### config.mk
export PLATFORM = sky130hd
export DESIGN_NAME = auth_commit_gate
export DESIGN_NICKNAME = d
export VERILOG_FILES = /design/src/rtl/acg_pkg.sv /design/src/rtl/acg_age_cover.sv /design/src/rtl/acg_youngest.sv /design/src/rtl/acg_taint_file.sv /design/src/rtl/acg_gate.sv /design/src/rtl/auth_commit_gate.sv
export SDC_FILE = /design/constraint.sdc
export NUM_CORES = 1
export LEC_CHECK = 0
export BUFFER_PORTS_ARGS = -buffer_cell sky130_fd_sc_hd__buf_2
export CORE_UTILIZATION = 49
export DETAILED_ROUTE_END_ITERATION = 8
export GPL_ROUTABILITY_DRIVEN = 0
export PLACE_DENSITY = 0.8
export SLEW_MARGIN = 25
export SYNTH_ARGS = -nofsm -noshare
export SYNTH_HDL_FRONTEND = slang
export SYNTH_SLANG_ARGS = --single-unit
### constraint.sdc
create_clock -name clk -period 7.8 [get_ports clk]
set_input_delay 0 -clock clk [delete_from_list [all_inputs] [get_ports clk]]
set_output_delay 0 -clock clk [all_outputs]
set_load 0.01 [all_outputs]
### src/rtl/acg_pkg.sv
package acg_pkg;
  typedef enum logic {
    WK_ALU  = 1'b0,
    WK_LOAD = 1'b1
  } wr_kind_e;
endpackage

### src/rtl/acg_age_cover.sv
// Decides whether a passing verify for vf_tag covers a taint tag, by ring
// distance from the oldest pending entry.
module acg_age_cover #(
  parameter int TAG_W = 4
) (
  input  logic [TAG_W-1:0] head,
  input  logic             vf_hit,
  input  logic [TAG_W-1:0] vf_tag,
  input  logic [TAG_W-1:0] tag,
  output logic             covered
);
  logic [TAG_W-1:0] dist_tag;
  logic [TAG_W-1:0] dist_vf;

  always_comb begin
    dist_tag = tag - head;
    dist_vf  = vf_tag - head;
    covered  = vf_hit && (dist_tag <= dist_vf);
  end
endmodule

### src/rtl/acg_youngest.sv
// Merges two source taints, keeping the younger pending entry.
module acg_youngest #(
  parameter int TAG_W = 4
) (
  input  logic [TAG_W-1:0] head,
  input  logic             a_v,
  input  logic [TAG_W-1:0] a_t,
  input  logic             b_v,
  input  logic [TAG_W-1:0] b_t,
  output logic             y_v,
  output logic [TAG_W-1:0] y_t
);
  logic [TAG_W-1:0] age_a;
  logic [TAG_W-1:0] age_b;

  always_comb begin
    age_a = a_t - head;
    age_b = b_t - head;
    y_v   = a_v || b_v;
    if (a_v && b_v) begin
      y_t = (age_b > age_a) ? b_t : a_t;
    end else if (b_v) begin
      y_t = b_t;
    end else begin
      y_t = a_t;
    end
  end
endmodule

### src/rtl/acg_taint_file.sv
// Per-register taint storage with same-cycle verify clearing.
module acg_taint_file #(
  parameter int N_REGS = 16,
  parameter int TAG_W  = 4,
  localparam int IDX_W = $clog2(N_REGS)
) (
  input  logic                           clk,
  input  logic                           rst_n,
  input  logic [TAG_W-1:0]               head,
  input  logic                           vf_hit,
  input  logic [TAG_W-1:0]               vf_tag,
  input  logic                           wr_en,
  input  logic [IDX_W-1:0]               wr_dst,
  input  logic                           res_v,
  input  logic [TAG_W-1:0]               res_t,
  output logic [N_REGS-1:0]              eff_v,
  output logic [N_REGS-1:0][TAG_W-1:0]   tag_q
);
  logic [N_REGS-1:0]            v_q;
  logic [N_REGS-1:0]            v_d;
  logic [N_REGS-1:0][TAG_W-1:0] tag_d;
  logic [N_REGS-1:0]            cov;
  logic                         res_cov;

  for (genvar gi = 0; gi < N_REGS; gi++) begin : g_cov
    acg_age_cover #(.TAG_W(TAG_W)) u_cov (
      .head    (head),
      .vf_hit  (vf_hit),
      .vf_tag  (vf_tag),
      .tag     (tag_q[gi]),
      .covered (cov[gi])
    );
  end

  acg_age_cover #(.TAG_W(TAG_W)) u_res_cov (
    .head    (head),
    .vf_hit  (vf_hit),
    .vf_tag  (vf_tag),
    .tag     (res_t),
    .covered (res_cov)
  );

  always_comb begin
    for (int i = 0; i < N_REGS; i++) begin
      eff_v[i] = v_q[i] && !cov[i];
      if (wr_en && (wr_dst == IDX_W'(i))) begin
        v_d[i]   = res_v && !res_cov;
        tag_d[i] = res_t;
      end else begin
        v_d[i]   = eff_v[i];
        tag_d[i] = tag_q[i];
      end
    end
  end

  always_ff @(posedge clk or negedge rst_n) begin
    if (!rst_n) begin
      v_q   <= '0;
      tag_q <= '0;
    end else begin
      v_q   <= v_d;
      tag_q <= tag_d;
    end
  end
endmodule

### src/rtl/acg_gate.sv
// Oldest-entry pointer, branch taint, fatal state and the store/fetch gates.
module acg_gate #(
  parameter int TAG_W = 4
) (
  input  logic             clk,
  input  logic             rst_n,
  input  logic             vf_valid,
  input  logic             vf_fail,
  input  logic [TAG_W-1:0] vf_tag,
  input  logic             br_valid,
  input  logic             br_v_in,
  input  logic [TAG_W-1:0] br_t_in,
  input  logic             st_req,
  input  logic             st_a_v,
  input  logic             st_b_v,
  input  logic             fe_req,
  output logic [TAG_W-1:0] head,
  output logic             vf_hit,
  output logic             st_go,
  output logic             st_stall,
  output logic             st_drop,
  output logic             fe_go,
  output logic             fe_stall,
  output logic             fatal
);
  logic [TAG_W-1:0] head_q, head_d;
  logic             bv_q, bv_d;
  logic [TAG_W-1:0] bt_q, bt_d;
  logic             fatal_q, fatal_d;
  logic             fail_now;
  logic             blocked;
  logic             bcov;
  logic             br_eff;

  acg_age_cover #(.TAG_W(TAG_W)) u_br_cov (
    .head    (head_q),
    .vf_hit  (vf_hit),
    .vf_tag  (vf_tag),
    .tag     (bt_q),
    .covered (bcov)
  );

  always_comb begin
    vf_hit   = vf_valid && !vf_fail;
    fail_now = vf_valid && vf_fail;
    blocked  = fatal_q || fail_now;
    br_eff   = bv_q && !bcov;

    head_d   = vf_hit ? (vf_tag + TAG_W'(1)) : head_q;
    bv_d     = br_valid ? br_v_in : br_eff;
    bt_d     = br_valid ? br_t_in : bt_q;
    fatal_d  = fatal_q || fail_now;

    st_drop  = st_req && blocked;
    st_stall = st_req && !blocked && (st_a_v || st_b_v);
    st_go    = st_req && !blocked && !(st_a_v || st_b_v);
    fe_stall = fe_req && (blocked || br_eff);
    fe_go    = fe_req && !(blocked || br_eff);

    head     = head_q;
    fatal    = fatal_q;
  end

  always_ff @(posedge clk or negedge rst_n) begin
    if (!rst_n) begin
      head_q  <= '0;
      bv_q    <= 1'b0;
      bt_q    <= '0;
      fatal_q <= 1'b0;
    end else begin
      head_q  <= head_d;
      bv_q    <= bv_d;
      bt_q    <= bt_d;
      fatal_q <= fatal_d;
    end
  end
endmodule

### src/rtl/auth_commit_gate.sv
module auth_commit_gate #(
  parameter int N_REGS = 16,
  parameter int TAG_W  = 4,
  localparam int RIDX_W = $clog2(N_REGS)
) (
  input  logic              clk,
  input  logic              rst_n,
  input  logic              wr_en,
  input  logic              wr_kind,
  input  logic [RIDX_W-1:0] wr_dst,
  input  logic [RIDX_W-1:0] wr_src_a,
  input  logic [RIDX_W-1:0] wr_src_b,
  input  logic              wr_use_a,
  input  logic              wr_use_b,
  input  logic              ld_pend,
  input  logic [TAG_W-1:0]  ld_tag,
  input  logic              vf_valid,
  input  logic              vf_fail,
  input  logic [TAG_W-1:0]  vf_tag,
  input  logic              br_valid,
  input  logic [RIDX_W-1:0] br_src,
  input  logic              st_req,
  input  logic [RIDX_W-1:0] st_src_a,
  input  logic [RIDX_W-1:0] st_src_b,
  output logic              st_go,
  output logic              st_stall,
  output logic              st_drop,
  input  logic              fe_req,
  output logic              fe_go,
  output logic              fe_stall,
  output logic              fatal
);
  import acg_pkg::*;

  logic [TAG_W-1:0]             head;
  logic                         vf_hit;
  logic [N_REGS-1:0]            eff_v;
  logic [N_REGS-1:0][TAG_W-1:0] tag_q;
  logic                         a_v, b_v, alu_v, res_v;
  logic [TAG_W-1:0]             alu_t, res_t;
  wr_kind_e                     kind;

  always_comb begin
    kind  = wr_kind_e'(wr_kind);
    a_v   = eff_v[wr_src_a] && wr_use_a;
    b_v   = eff_v[wr_src_b] && wr_use_b;
    res_v = (kind == WK_LOAD) ? ld_pend : alu_v;
    res_t = (kind == WK_LOAD) ? ld_tag  : alu_t;
  end

  acg_youngest #(.TAG_W(TAG_W)) u_merge (
    .head (head),
    .a_v  (a_v),
    .a_t  (tag_q[wr_src_a]),
    .b_v  (b_v),
    .b_t  (tag_q[wr_src_b]),
    .y_v  (alu_v),
    .y_t  (alu_t)
  );

  acg_taint_file #(.N_REGS(N_REGS), .TAG_W(TAG_W)) u_file (
    .clk    (clk),
    .rst_n  (rst_n),
    .head   (head),
    .vf_hit (vf_hit),
    .vf_tag (vf_tag),
    .wr_en  (wr_en),
    .wr_dst (wr_dst),
    .res_v  (res_v),
    .res_t  (res_t),
    .eff_v  (eff_v),
    .tag_q  (tag_q)
  );

  acg_gate #(.TAG_W(TAG_W)) u_gate (
    .clk      (clk),
    .rst_n    (rst_n),
    .vf_valid (vf_valid),
    .vf_fail  (vf_fail),
    .vf_tag   (vf_tag),
    .br_valid (br_valid),
    .br_v_in  (eff_v[br_src]),
    .br_t_in  (tag_q[br_src]),
    .st_req   (st_req),
    .st_a_v   (eff_v[st_src_a]),
    .st_b_v   (eff_v[st_src_b]),
    .fe_req   (fe_req),
    .head     (head),
    .vf_hit   (vf_hit),
    .st_go    (st_go),
    .st_stall (st_stall),
    .st_drop  (st_drop),
    .fe_go    (fe_go),
    .fe_stall (fe_stall),
    .fatal    (fatal)
  );
endmodule

# After elaboration in Yosys (flattened, before gate mapping)
# Index checks and enable logic that the tools add are counted.
word_totals:
  ff_bits: 90
  wordCells: 210
  input_bits: 44
classes:
  add_sub_neg: 22
  mux: 38
  reduce_logical: 90
  magnitude_cmp: 24
  n_eq_ne: 15
ops:
  columns: ["op", "count"]
  rows:
  - ["$sub A4 B4 Y4", 21]
  - ["$le A4 B4 Y1", 18]
  - ["$logic_and A1 B1 Y1", 63]
  - ["$bmux W4 S4", 3]
  - ["$eq A4 B4 Y1 const B", 8]
  - ["$mux W4", 7]
  - ["$lt A4 B5 Y1 const B", 5]
  - ["$mux W1", 23]
  - ["$logic_not A1 Y1", 22]
  - ["$bmux W1 S4", 5]
  - ["$eq A4 B3 Y1 const B", 4]
  - ["$eq A4 B2 Y1 const B", 2]
  - ["$add A4 B1 Y4 const B", 1]
  - ["$eq A4 B1 Y1 const B", 1]
  - ["$gt A4 B4 Y1", 1]
  - ["$logic_not A4 Y1", 1]
  - ["$logic_or A1 B1 Y1", 4]

# Logic depth before layout (Yosys ltp)
# Gate-level depths: netlist of run 1.
depth:
  ltp_word: 17
  ltp_mapped: 31
  ltp_nobuf: 28

# Cells and area by module
# A second synthesis of run 1 with hierarchy kept.
unflattened:
  hier_cells: 1147
  area_unflattened_um2: 12124.1
modules_own_cells:
  columns: ["module", "cells_per_inst", "n_inst", "area_per_inst_um2"]
  rows:
  - ["acg_taint_file", 231, 1, 3349.5]
  - ["acg_age_cover (u_file.g_cov[0].u_cov ...)", 37, 9, 317.8]
  - ["acg_age_cover (u_file.g_cov[4].u_cov ...)", 37, 8, 315.3]
  - ["auth_commit_gate", 166, 1, 2204.6]
  - ["acg_gate", 40, 1, 466.7]
  - ["acg_youngest", 45, 1, 405.4]
  - ["acg_age_cover (u_file.g_cov[3].u_cov)", 36, 1, 315.3]

# Worst setup path before layout of run 1
# OpenSTA, ideal clock, no wires.
synth_timing:
  kind: "reg2reg"
  from: "reg u_gate.head_q[1] (netlist: u_gate.head[1])"
  to: "reg u_file.v_q[11]"
  setup_time_ps: 135
  setup_slack_ps: 90
  path_stages_with_launch: 28
  synth_period_minus_slack_ps: 7710
  required_ps: 7665
  t_arrival_ps: 7575
  cell_sequence: "dfrtp_1 inv_1 ha_1 a21o_1 a21oi_1 xnor2_1 ha_1 a311o_1 a31o_1 a221oi_2 nor4_1 or4_4 o211a_2 o21a_4 o211a_4 or2_2 ha_1 fa_1 inv_1 ha_1 nor2b_1 o21ai_0 nand2b_1 a21oi_1 a41oi_1 o221ai_1 clkbuf_1 o21ai_0"
synth_via:
  elab_chain_len: 17
  word_cells_on_any_way: 103
  classes_between: "add/sub (20); order compare (18); mux (10); reduce/logical (55)"
synth_lines:
  columns: ["item", "line", "rtl"]
  rows:
  - ["start, declared", "acg_gate.sv:26", "logic [TAG_W-1:0] head_q, head_d;"]
  - ["start signal, assigned", "acg_gate.sv:66", "head_q <= '0;"]
  - ["start signal, assigned", "acg_gate.sv:71", "head_q <= head_d;"]
  - ["$sub A4 B4 Y4 (on tied branches)", "acg_age_cover.sv:16, acg_age_cover.sv:17", null]
  - ["$le A4 B4 Y1", "acg_age_cover.sv:18", "covered = vf_hit && (dist_tag <= dist_vf);"]
  - ["$logic_and A1 B1 Y1", "acg_age_cover.sv:18", null]
  - ["$logic_not A1 Y1", "acg_taint_file.sv:45", "eff_v[i] = v_q[i] && !cov[i];"]
  - ["$logic_and A1 B1 Y1", "acg_taint_file.sv:45", null]
  - ["$bmux W1 S4 (on tied branches)", "auth_commit_gate.sv:46, auth_commit_gate.sv:45", null]
  - ["$mux W1 (on tied branches)", "auth_commit_gate.sv:46, auth_commit_gate.sv:45", null]
  - ["$logic_and A1 B1 Y1 (on tied branches)", "auth_commit_gate.sv:46, auth_commit_gate.sv:45", null]
  - ["[... 2 more ...]", null, null]
  - ["$mux W4", "auth_commit_gate.sv:48", "res_t = (kind == WK_LOAD) ? ld_tag : alu_t;"]
  - ["$sub A4 B4 Y4", "acg_age_cover.sv:16", "dist_tag = tag - head;"]
  - ["$le A4 B4 Y1", "acg_age_cover.sv:18", null]
  - ["$logic_and A1 B1 Y1", "acg_age_cover.sv:18", null]
  - ["$logic_not A1 Y1", "acg_taint_file.sv:47", "v_d[i] = res_v && !res_cov;"]
  - ["$logic_and A1 B1 Y1", "acg_taint_file.sv:47", null]
  - ["$mux W1 *", "acg_taint_file.sv:46", "if (wr_en && (wr_dst == IDX_W'(i))) begin"]
  - ["named net u_file.v_d[11]", "acg_taint_file.sv:20", "logic [N_REGS-1:0] v_d;"]
  - ["end signal, assigned", "acg_taint_file.sv:61", "v_q <= v_d;"]
  - ["end, declared", "acg_taint_file.sv:19", "logic [N_REGS-1:0] v_q;"]
# The timed path passes the listed nets; every way through them passes the cells marked *. The select of a mux whose other input is x is not followed.
# A chain may end at the register's enable or synchronous reset.

# Final worst setup path of run 1
# Same ends and word-level chain as after synthesis.

==> metrics.csv, run 1 <==
metric;value;unit
outcome;complete, no violations;
Global Route Usage Sum;30.2;%
max-slew violations;0;
Hold Crit Depth;4;
worst r2r src;u_gate.head[1]$_DFFE_PN0P_;
First-pass DRT Iterations;8;
Yosys top cell by area;dfrtp_1;
top_reg_cell synth;dfrtp_1;
Diodes inserted;0;
vias per cell;6.75;
Area growth syn-to-layout;8.03;%
first-pass GRT wire length;46500;um
filler instances;1710;
via count;8595;
layout cells sized above 1;19.2;%
Critical Path Most Common Cell;ha_1;
crit-path max cell delay;0.54;ns
nets@finish;1178;
Placement Setup Slack;0.909;ns
setup tns final;0;ns
final setup margin;0.789;ns
root buffer cell;clkbuf_16;
Mapped Cells;971;
crit path capture type;flip-flop;
Worst Clk Skew;0.0143;ns
fin util;54.6;%
Slew @ Worst Pin;0.869;ns
YS warnings;0;
Critical-path top delay cell;buf_4;
CP top delay family;compound AO/OA/AOI/OAI gates;
Yosys reg bits;90;
Clock Latency Late Sink;0.36;ns
syn_nets;1144;
IO Port Bufs;49;
RSZ-0062 raised after global routing;no;
initial antenna violation count;0;
post-synthesis cell area;9940;um2
Max Buffers Root-to-Sink;2;
dpl hpwl;22200;um
maxcap violations;0;
hold crit path type;in -> reg;
fin crit share;89.9;%
std cell rows;51;
fmax;143;MHz
most frequent cell after synthesis;nand2_1;
Cells after DPL;1255;
DRT antenna net count;0;
PwrDens;301;nW/um2
Hold Fails Final Rpt;0;
DRC viols;0;
type of origin of the critical path;flip-flop;
Final Non-Filler Cells;1273;
critical path type;reg -> reg;
Remaining Overflow, GRT;0;
worst vdd ir;0.125;mV
pin count of the biggest net entering global routing;61;
Synth area leaders;dfrtp_1, mux4_2, ha_1;
Leakage;4.63;nW
relative slew slack;42.1;%
Worst Path Required;8.02;ns
H-tree Lvls;3;
num ports;50;
final-report setup violation count;0;
Clock transition at path regs;0.07;ns
worst setup path startpoint;u_gate.head[1]$_DFFE_PN0P_;
number of synthesized flops with an enable pin;0;
CTS tree;yes;
R2R cell count;28;
TritonCTS buffer count;9;
Avg Inst Size Synth;10.2;um2
arrival time of the worst setup path;7.23;ns
DIE HEIGHT;144;um
initial drt markers;1049;
asr flop ratio synth;100;%
synth cell count leaders;nand2_1, ha_1, dfrtp_1, mux4_2;
minimum clock period after layout;7.01;ns
CP Buf/Inv Count;4;
Seq/Total Area, Yosys;22.7;%
wire length per cell;23.4;um
WP depth;28;
WL final;29800;um
CTS sink count;90;
top-area cell type share of the netlist area;22.7;%
Setup Buffers After CTS;0;
worst hold start;vf_tag[1];
Die Width;144;um
Starting Density;50.6;%
vias in the first global route;8355;
die area;20900;um2
Worst Path Max Fanout;39;
synth unique cells;78;
Core Footprint;19700;um2
## routing by layer
layer | up-vias | share of wire (%) | global-route usage (%)
li1 | 3709 | - | -
met4 | 0 | 4.4 | 15.0
met1 | 4134 | 39 | 39.5
met5 | - | 0 | 0
met2 | 635 | 44 | 45.7
met3 | 117 | 12 | 8.61
## state kept, by name, indices dropped and copies added, names as in the netlist
register / flops
u_file.tag_q: 64
u_file.v_q: 16
u_gate.bt_q: 4
u_gate.bv_q: 1
u_gate.fatal: 1
u_gate.head: 4
## kinds of logic after synthesis
| family | count (synthesis) | share of synthesized area [%] |
|---|---|---|
| AO/OA/AOI/OAI | 250 | 19.0 |
| XOR/XNOR | 92 | 8.30 |
| adder cells (fa/ha/maj) | 129 | 17.8 |
| buffers and inverters | 116 | 5.01 |
| flip-flops | 90 | 22.7 |
| multiplexers | 82 | 17.5 |
| AND/OR/NAND/NOR | 212 | 9.69 |
## worst paths after layout
check | end | slack (ns)
setup reg to reg | u_file.v_q[11]$_DFF_PN0_ | 0.79
hold / removal | u_gate.head[1]$_DFFE_PN0P_ | 0.03
min in group asynchronous | u_gate.head[0]$_DFFE_PN0P_ | 0.12
hold reg to reg | u_gate.bt_q[2]$_DFFE_PN0P_ | 0.52
setup / recovery | u_file.v_q[11]$_DFF_PN0_ | 0.79
max in group asynchronous | u_file.tag_q[1]$_DFFE_PN0P_ | 6.50
## final cells by class
cell class              count  area [um2]  share of cell area [%]
clock buffers              10         229                    2.13
clock inverters             4        53.8                   0.501
inverters                  71         272                    2.53
multi-input cells         765        7200                    67.0
flip-flops and latches     90        2250                    21.0
well taps                 265         332                    3.09
repair buffers             68         400                    3.73
## timing repair
action	in CTS	in global routing
hold buffers	4	0
hold endpoints to repair	35	0
resized for setup	0	0
## through the flow
| stage | power (mW) | cell area (um2) | hold WS, ns |
|---|---|---|---|
| 6_report | 3.23 | 10700 | 0.0264 |
| 5_1_grt | 3.47 | 10700 | 0.0596 |
| 4_1_cts | 3.18 | 10700 | 0.0255 |
| 3_5_place_dp | 2.73 | 10400 | -0.0250 |
| 3_3_place_gp | 2.63 | 10400 | -0.0340 |
| 2_1_floorplan | 2.21 | 9940 | -0.296 |
## report_power, final
group	leakage (nW)	internal [mW]	switching (mW)
Clock	0.131	0.246	0.200
Sequential	1.16	0.586	0.202
Combinational	3.34	0.904	1.09
Total	4.63	1.74	1.50
## worst register-to-register path: cells and delay by family (launching register included)
kind,cells,cell delay (ns)
AOI/OAI and AO/OA,13,2.44
adders and majority gates,5,1.62
and+or+nand+nor,5,1.27
buffers and inverters,4,0.93
DFF,1,0.47
xor gates and xnor gates,1,0.15
## cell usage in the layout (no fill, tap or decap), types with 32 or more instances in the layout
cell type / Yosys / final
nand2_1: 114 / 114
ha_1: 108 / 108
dfrtp_1: 90 / 90
mux4_2: 70 / 70
inv_1: 69 / 68
xnor2_1: 69 / 68
o21ai_0: 50 / 50
buf_2: 5 / 48
a21oi_1: 39 / 39
o31ai_1: 32 / 32
(Power assumes the default switching activity.)
==> run 2: changes to the inputs <==
--- a/config.mk
+++ b/config.mk
@@ -9,6 +9,7 @@
 export CORE_UTILIZATION = 49
 export DETAILED_ROUTE_END_ITERATION = 8
 export GPL_ROUTABILITY_DRIVEN = 0
+export GPL_TIMING_DRIVEN = 0
 export PLACE_DENSITY = 0.8
 export SLEW_MARGIN = 25
 export SYNTH_ARGS = -nofsm -noshare
==> metrics.csv, run 2 (same netlist as run 1, synthesis figures left out) <==
metric;value;unit;change
outcome;complete, no violations;;unchanged
root buffer cell;clkbuf_16;;unchanged
Critical-path top delay cell;dfrtp_4;;was buf_4
dpl hpwl;23800;um;was 22,200 um
max-slew violations;0;;unchanged
vias per cell;6.77;;was 6.75
crit path capture type;flip-flop;;unchanged
DIE HEIGHT;144;um;unchanged
minimum clock period after layout;7.62;ns;was 7.01 ns
Clk pwr share;15.1;%;was 13.8%
DRC viols;0;;unchanged
initial drt markers;1194;;was 1,049
Worst Clk Skew;0.00689;ns;was 0.0143 ns
fmax;131;MHz;was 143 MHz
NetSw;1.56;mW;was 1.50 mW
biggest regs;u_file.tag_q x64, u_file.v_q x16;;unchanged
Max Buffers Root-to-Sink;2;;unchanged
H-tree Lvls;3;;unchanged
vias in the first global route;8639;;was 8,355
Worst Path Required;8.01;ns;was 8.02 ns
CTS sink count;90;;unchanged
RSZ-0062 raised after global routing;no;;unchanged
Worst Path Max Fanout;22;;was 39
DRT antenna net count;0;;unchanged
Fin Hold WS;0.0512;ns;was 0.0264 ns
First-pass DRT Iterations;7;;was 8
relative slew slack;32.2;%;was 42.1%
Seq pwr share;23.4;%;was 24.4%
Hold Crit Depth;4;;unchanged
type of origin of the critical path;flip-flop;;unchanged
Die Width;144;um;unchanged
Slew @ Worst Pin;1.02;ns;was 0.869 ns
Starting Density;50.6;%;unchanged
fin util;56.0;%;was 54.6%
die area;20900;um2;unchanged
pin count of the biggest net entering global routing;56;;was 61
num ports;50;;unchanged
Core Footprint;19700;um2;unchanged
layout cells sized above 1;19.4;%;was 19.2%
P_int;1.84;mW;was 1.74 mW
crit-path max cell delay;0.64;ns;was 0.54 ns
Post-DP Area;10500;um2;was 10,400 um2
Clock Latency Late Sink;0.35;ns;was 0.36 ns
Hold Fails Final Rpt;0;;unchanged
finished layout cell area;11000;um2;was 10,700 um2
hold crit path type;in -> reg;;unchanged
worst vdd ir;0.108;mV;was 0.125 mV
TritonCTS buffer count;9;;unchanged
arrival time of the worst setup path;7.83;ns;was 7.23 ns
final-report setup violation count;0;;unchanged
Area growth syn-to-layout;10.8;%;was 8.03%
R2R cell count;27;;was 28
most common cell after layout, fill and taps aside;nand2_1;;unchanged
via count;8817;;was 8,595
Critical Path Most Common Cell;ha_1;;unchanged
switching part of the total;45.8;%;was 46.3%
CTS tree;yes;;unchanged
IO Port Bufs;39;;was 49
PwrDens;309;nW/um2;was 301 nW/um2
std cell rows;51;;unchanged
max reg flops;64;;unchanged
WL final;32400;um;was 29,800 um
maxcap violations;0;;unchanged
fin crit share;97.6;%;was 89.9%
Remaining Overflow, GRT;0;;unchanged
Clock transition at path regs;0.07;ns;about the same
nets@finish;1205;;was 1,178
Storage cell area;2260;um2;was 2250 um2
Multi-input gate area;7220;um2;was 7200 um2
filler instances;1673;;was 1,710
critical path type;reg -> reg;;unchanged
wire length per cell;24.8;um;was 23.4 um
first-pass GRT wire length;48900;um;was 46,500 um
Global Route Usage Sum;32.0;%;was 30.2%
initial antenna violation count;0;;unchanged
Biggest register;u_file.tag_q;;unchanged
Leakage;4.72;nW;was 4.63 nW
commonest non-fill, non-tap cells in the layout;nand2_1, ha_1, dfrtp_1;;unchanged
Gate power share;61.5;%;was 61.8%
[run 2: changes by cell type in the layout (fill, tap and decap cells not counted), sizes merged]
| cell | previous run | this run |
|---|---|---|
| clkinv | 1 | 3 |
| diode | 0 | 1 |
| inv | 71 | 70 |
| bufinv | 1 | 3 |
| clkinvlp | 2 | 1 |
| dlygate4sd3 | 4 | 3 |
| buf | 64 | 66 |
| clkbuf | 10 | 36 |
[run 2: power by group through the flow]
stage / combinational, mW / sequential, mW / clock (mW)
floorplan: 1.50 / 0.706 / 0
global placement: 1.87 / 0.773 / 0
detailed placement: 1.98 / 0.785 / 0
CTS: 2.01 / 0.778 / 0.508
global route: 2.28 / 0.803 / 0.529
finish: 2.09 / 0.795 / 0.513
[run 2: per-layer routing]
metal / track usage, % / wire length (um) / vias to the layer above
met5: 0 / 0 / -
met4: 20.2 / 2060 / 0
met3: 8.34 / 4080 / 166
met2: 48.2 / 14400 / 702
met1: 40.8 / 11900 / 4179
li1: - / - / 3770
[run 2: what timing repair did]
action                                 4_1_cts  5_1_grt
hold buffers                                 3        0
setup endpoints to repair                   16       16
buffers inserted                             0        4
pin swaps                                    0        2
gates cloned                                 0        1
resized for setup                            8       13
endpoints found under the hold margin       96        0
[run 2: layout make-up]
| type | count | area share (%) |
|---|---|---|
| Antenna cell | 1 | 0.0227 |
| Buffer | 45 | 2.09 |
| Clock buffer | 11 | 2.11 |
| Clock inverter | 5 | 0.931 |
| Inverter | 71 | 2.60 |
| Multi-Input combinational cell | 765 | 65.6 |
| Sequential cell | 90 | 20.5 |
| Tap cell | 265 | 3.01 |
| Timing Repair Buffer | 49 | 3.06 |
| Timing Repair inverter | 1 | 0.0795 |
[run 2: worst max-delay path, delay by kind of cell (launching register included)]
family | cells | cell delay (ns)
DFF | 1 | 0.64
xor gates and xnor gates | 1 | 0.38
muxes | 1 | 0.14
buffers and inverters | 4 | 0.71
and+or+nand+nor | 6 | 1.18
AOI/OAI and AO/OA | 9 | 2.34
adders and majority gates | 6 | 2.07
[run 2: final timing paths]
| kind | startpoint | end | slack [ns] |
|---|---|---|---|
| setup reg to reg | u_gate.head[0]$_DFFE_PN0P_ | u_file.v_q[1]$_DFF_PN0_ | 0.18 |
| min in group asynchronous | rst_n | u_gate.bt_q[1]$_DFFE_PN0P_ | 0.12 |
| max in group asynchronous | rst_n | u_file.tag_q[47]$_DFFE_PN0P_ | 7.04 |
| hold reg to reg | u_gate.fatal$_DFF_PN0_ | u_gate.fatal$_DFF_PN0_ | 0.53 |
| hold / removal | vf_tag[1] | u_gate.head[1]$_DFFE_PN0P_ | 0.05 |
| setup / recovery | u_gate.head[0]$_DFFE_PN0P_ | u_file.v_q[1]$_DFF_PN0_ | 0.18 |
[run 2: stage by stage]
stage | instances | total power, mW | TNS [ns] | setup slack, ns
final | 1303 | 3.40 | 0 | 0.183
after detailed placement | 1278 | 2.76 | -6.51 | -0.604
after global routing | 1302 | 3.61 | 0 | 0.00233
after global placement | 1275 | 2.65 | -40.20 | -2.73
after CTS | 1297 | 3.30 | 0 | 0.0105
after floorplan | 971 | 2.21 | 0 | 0.0900
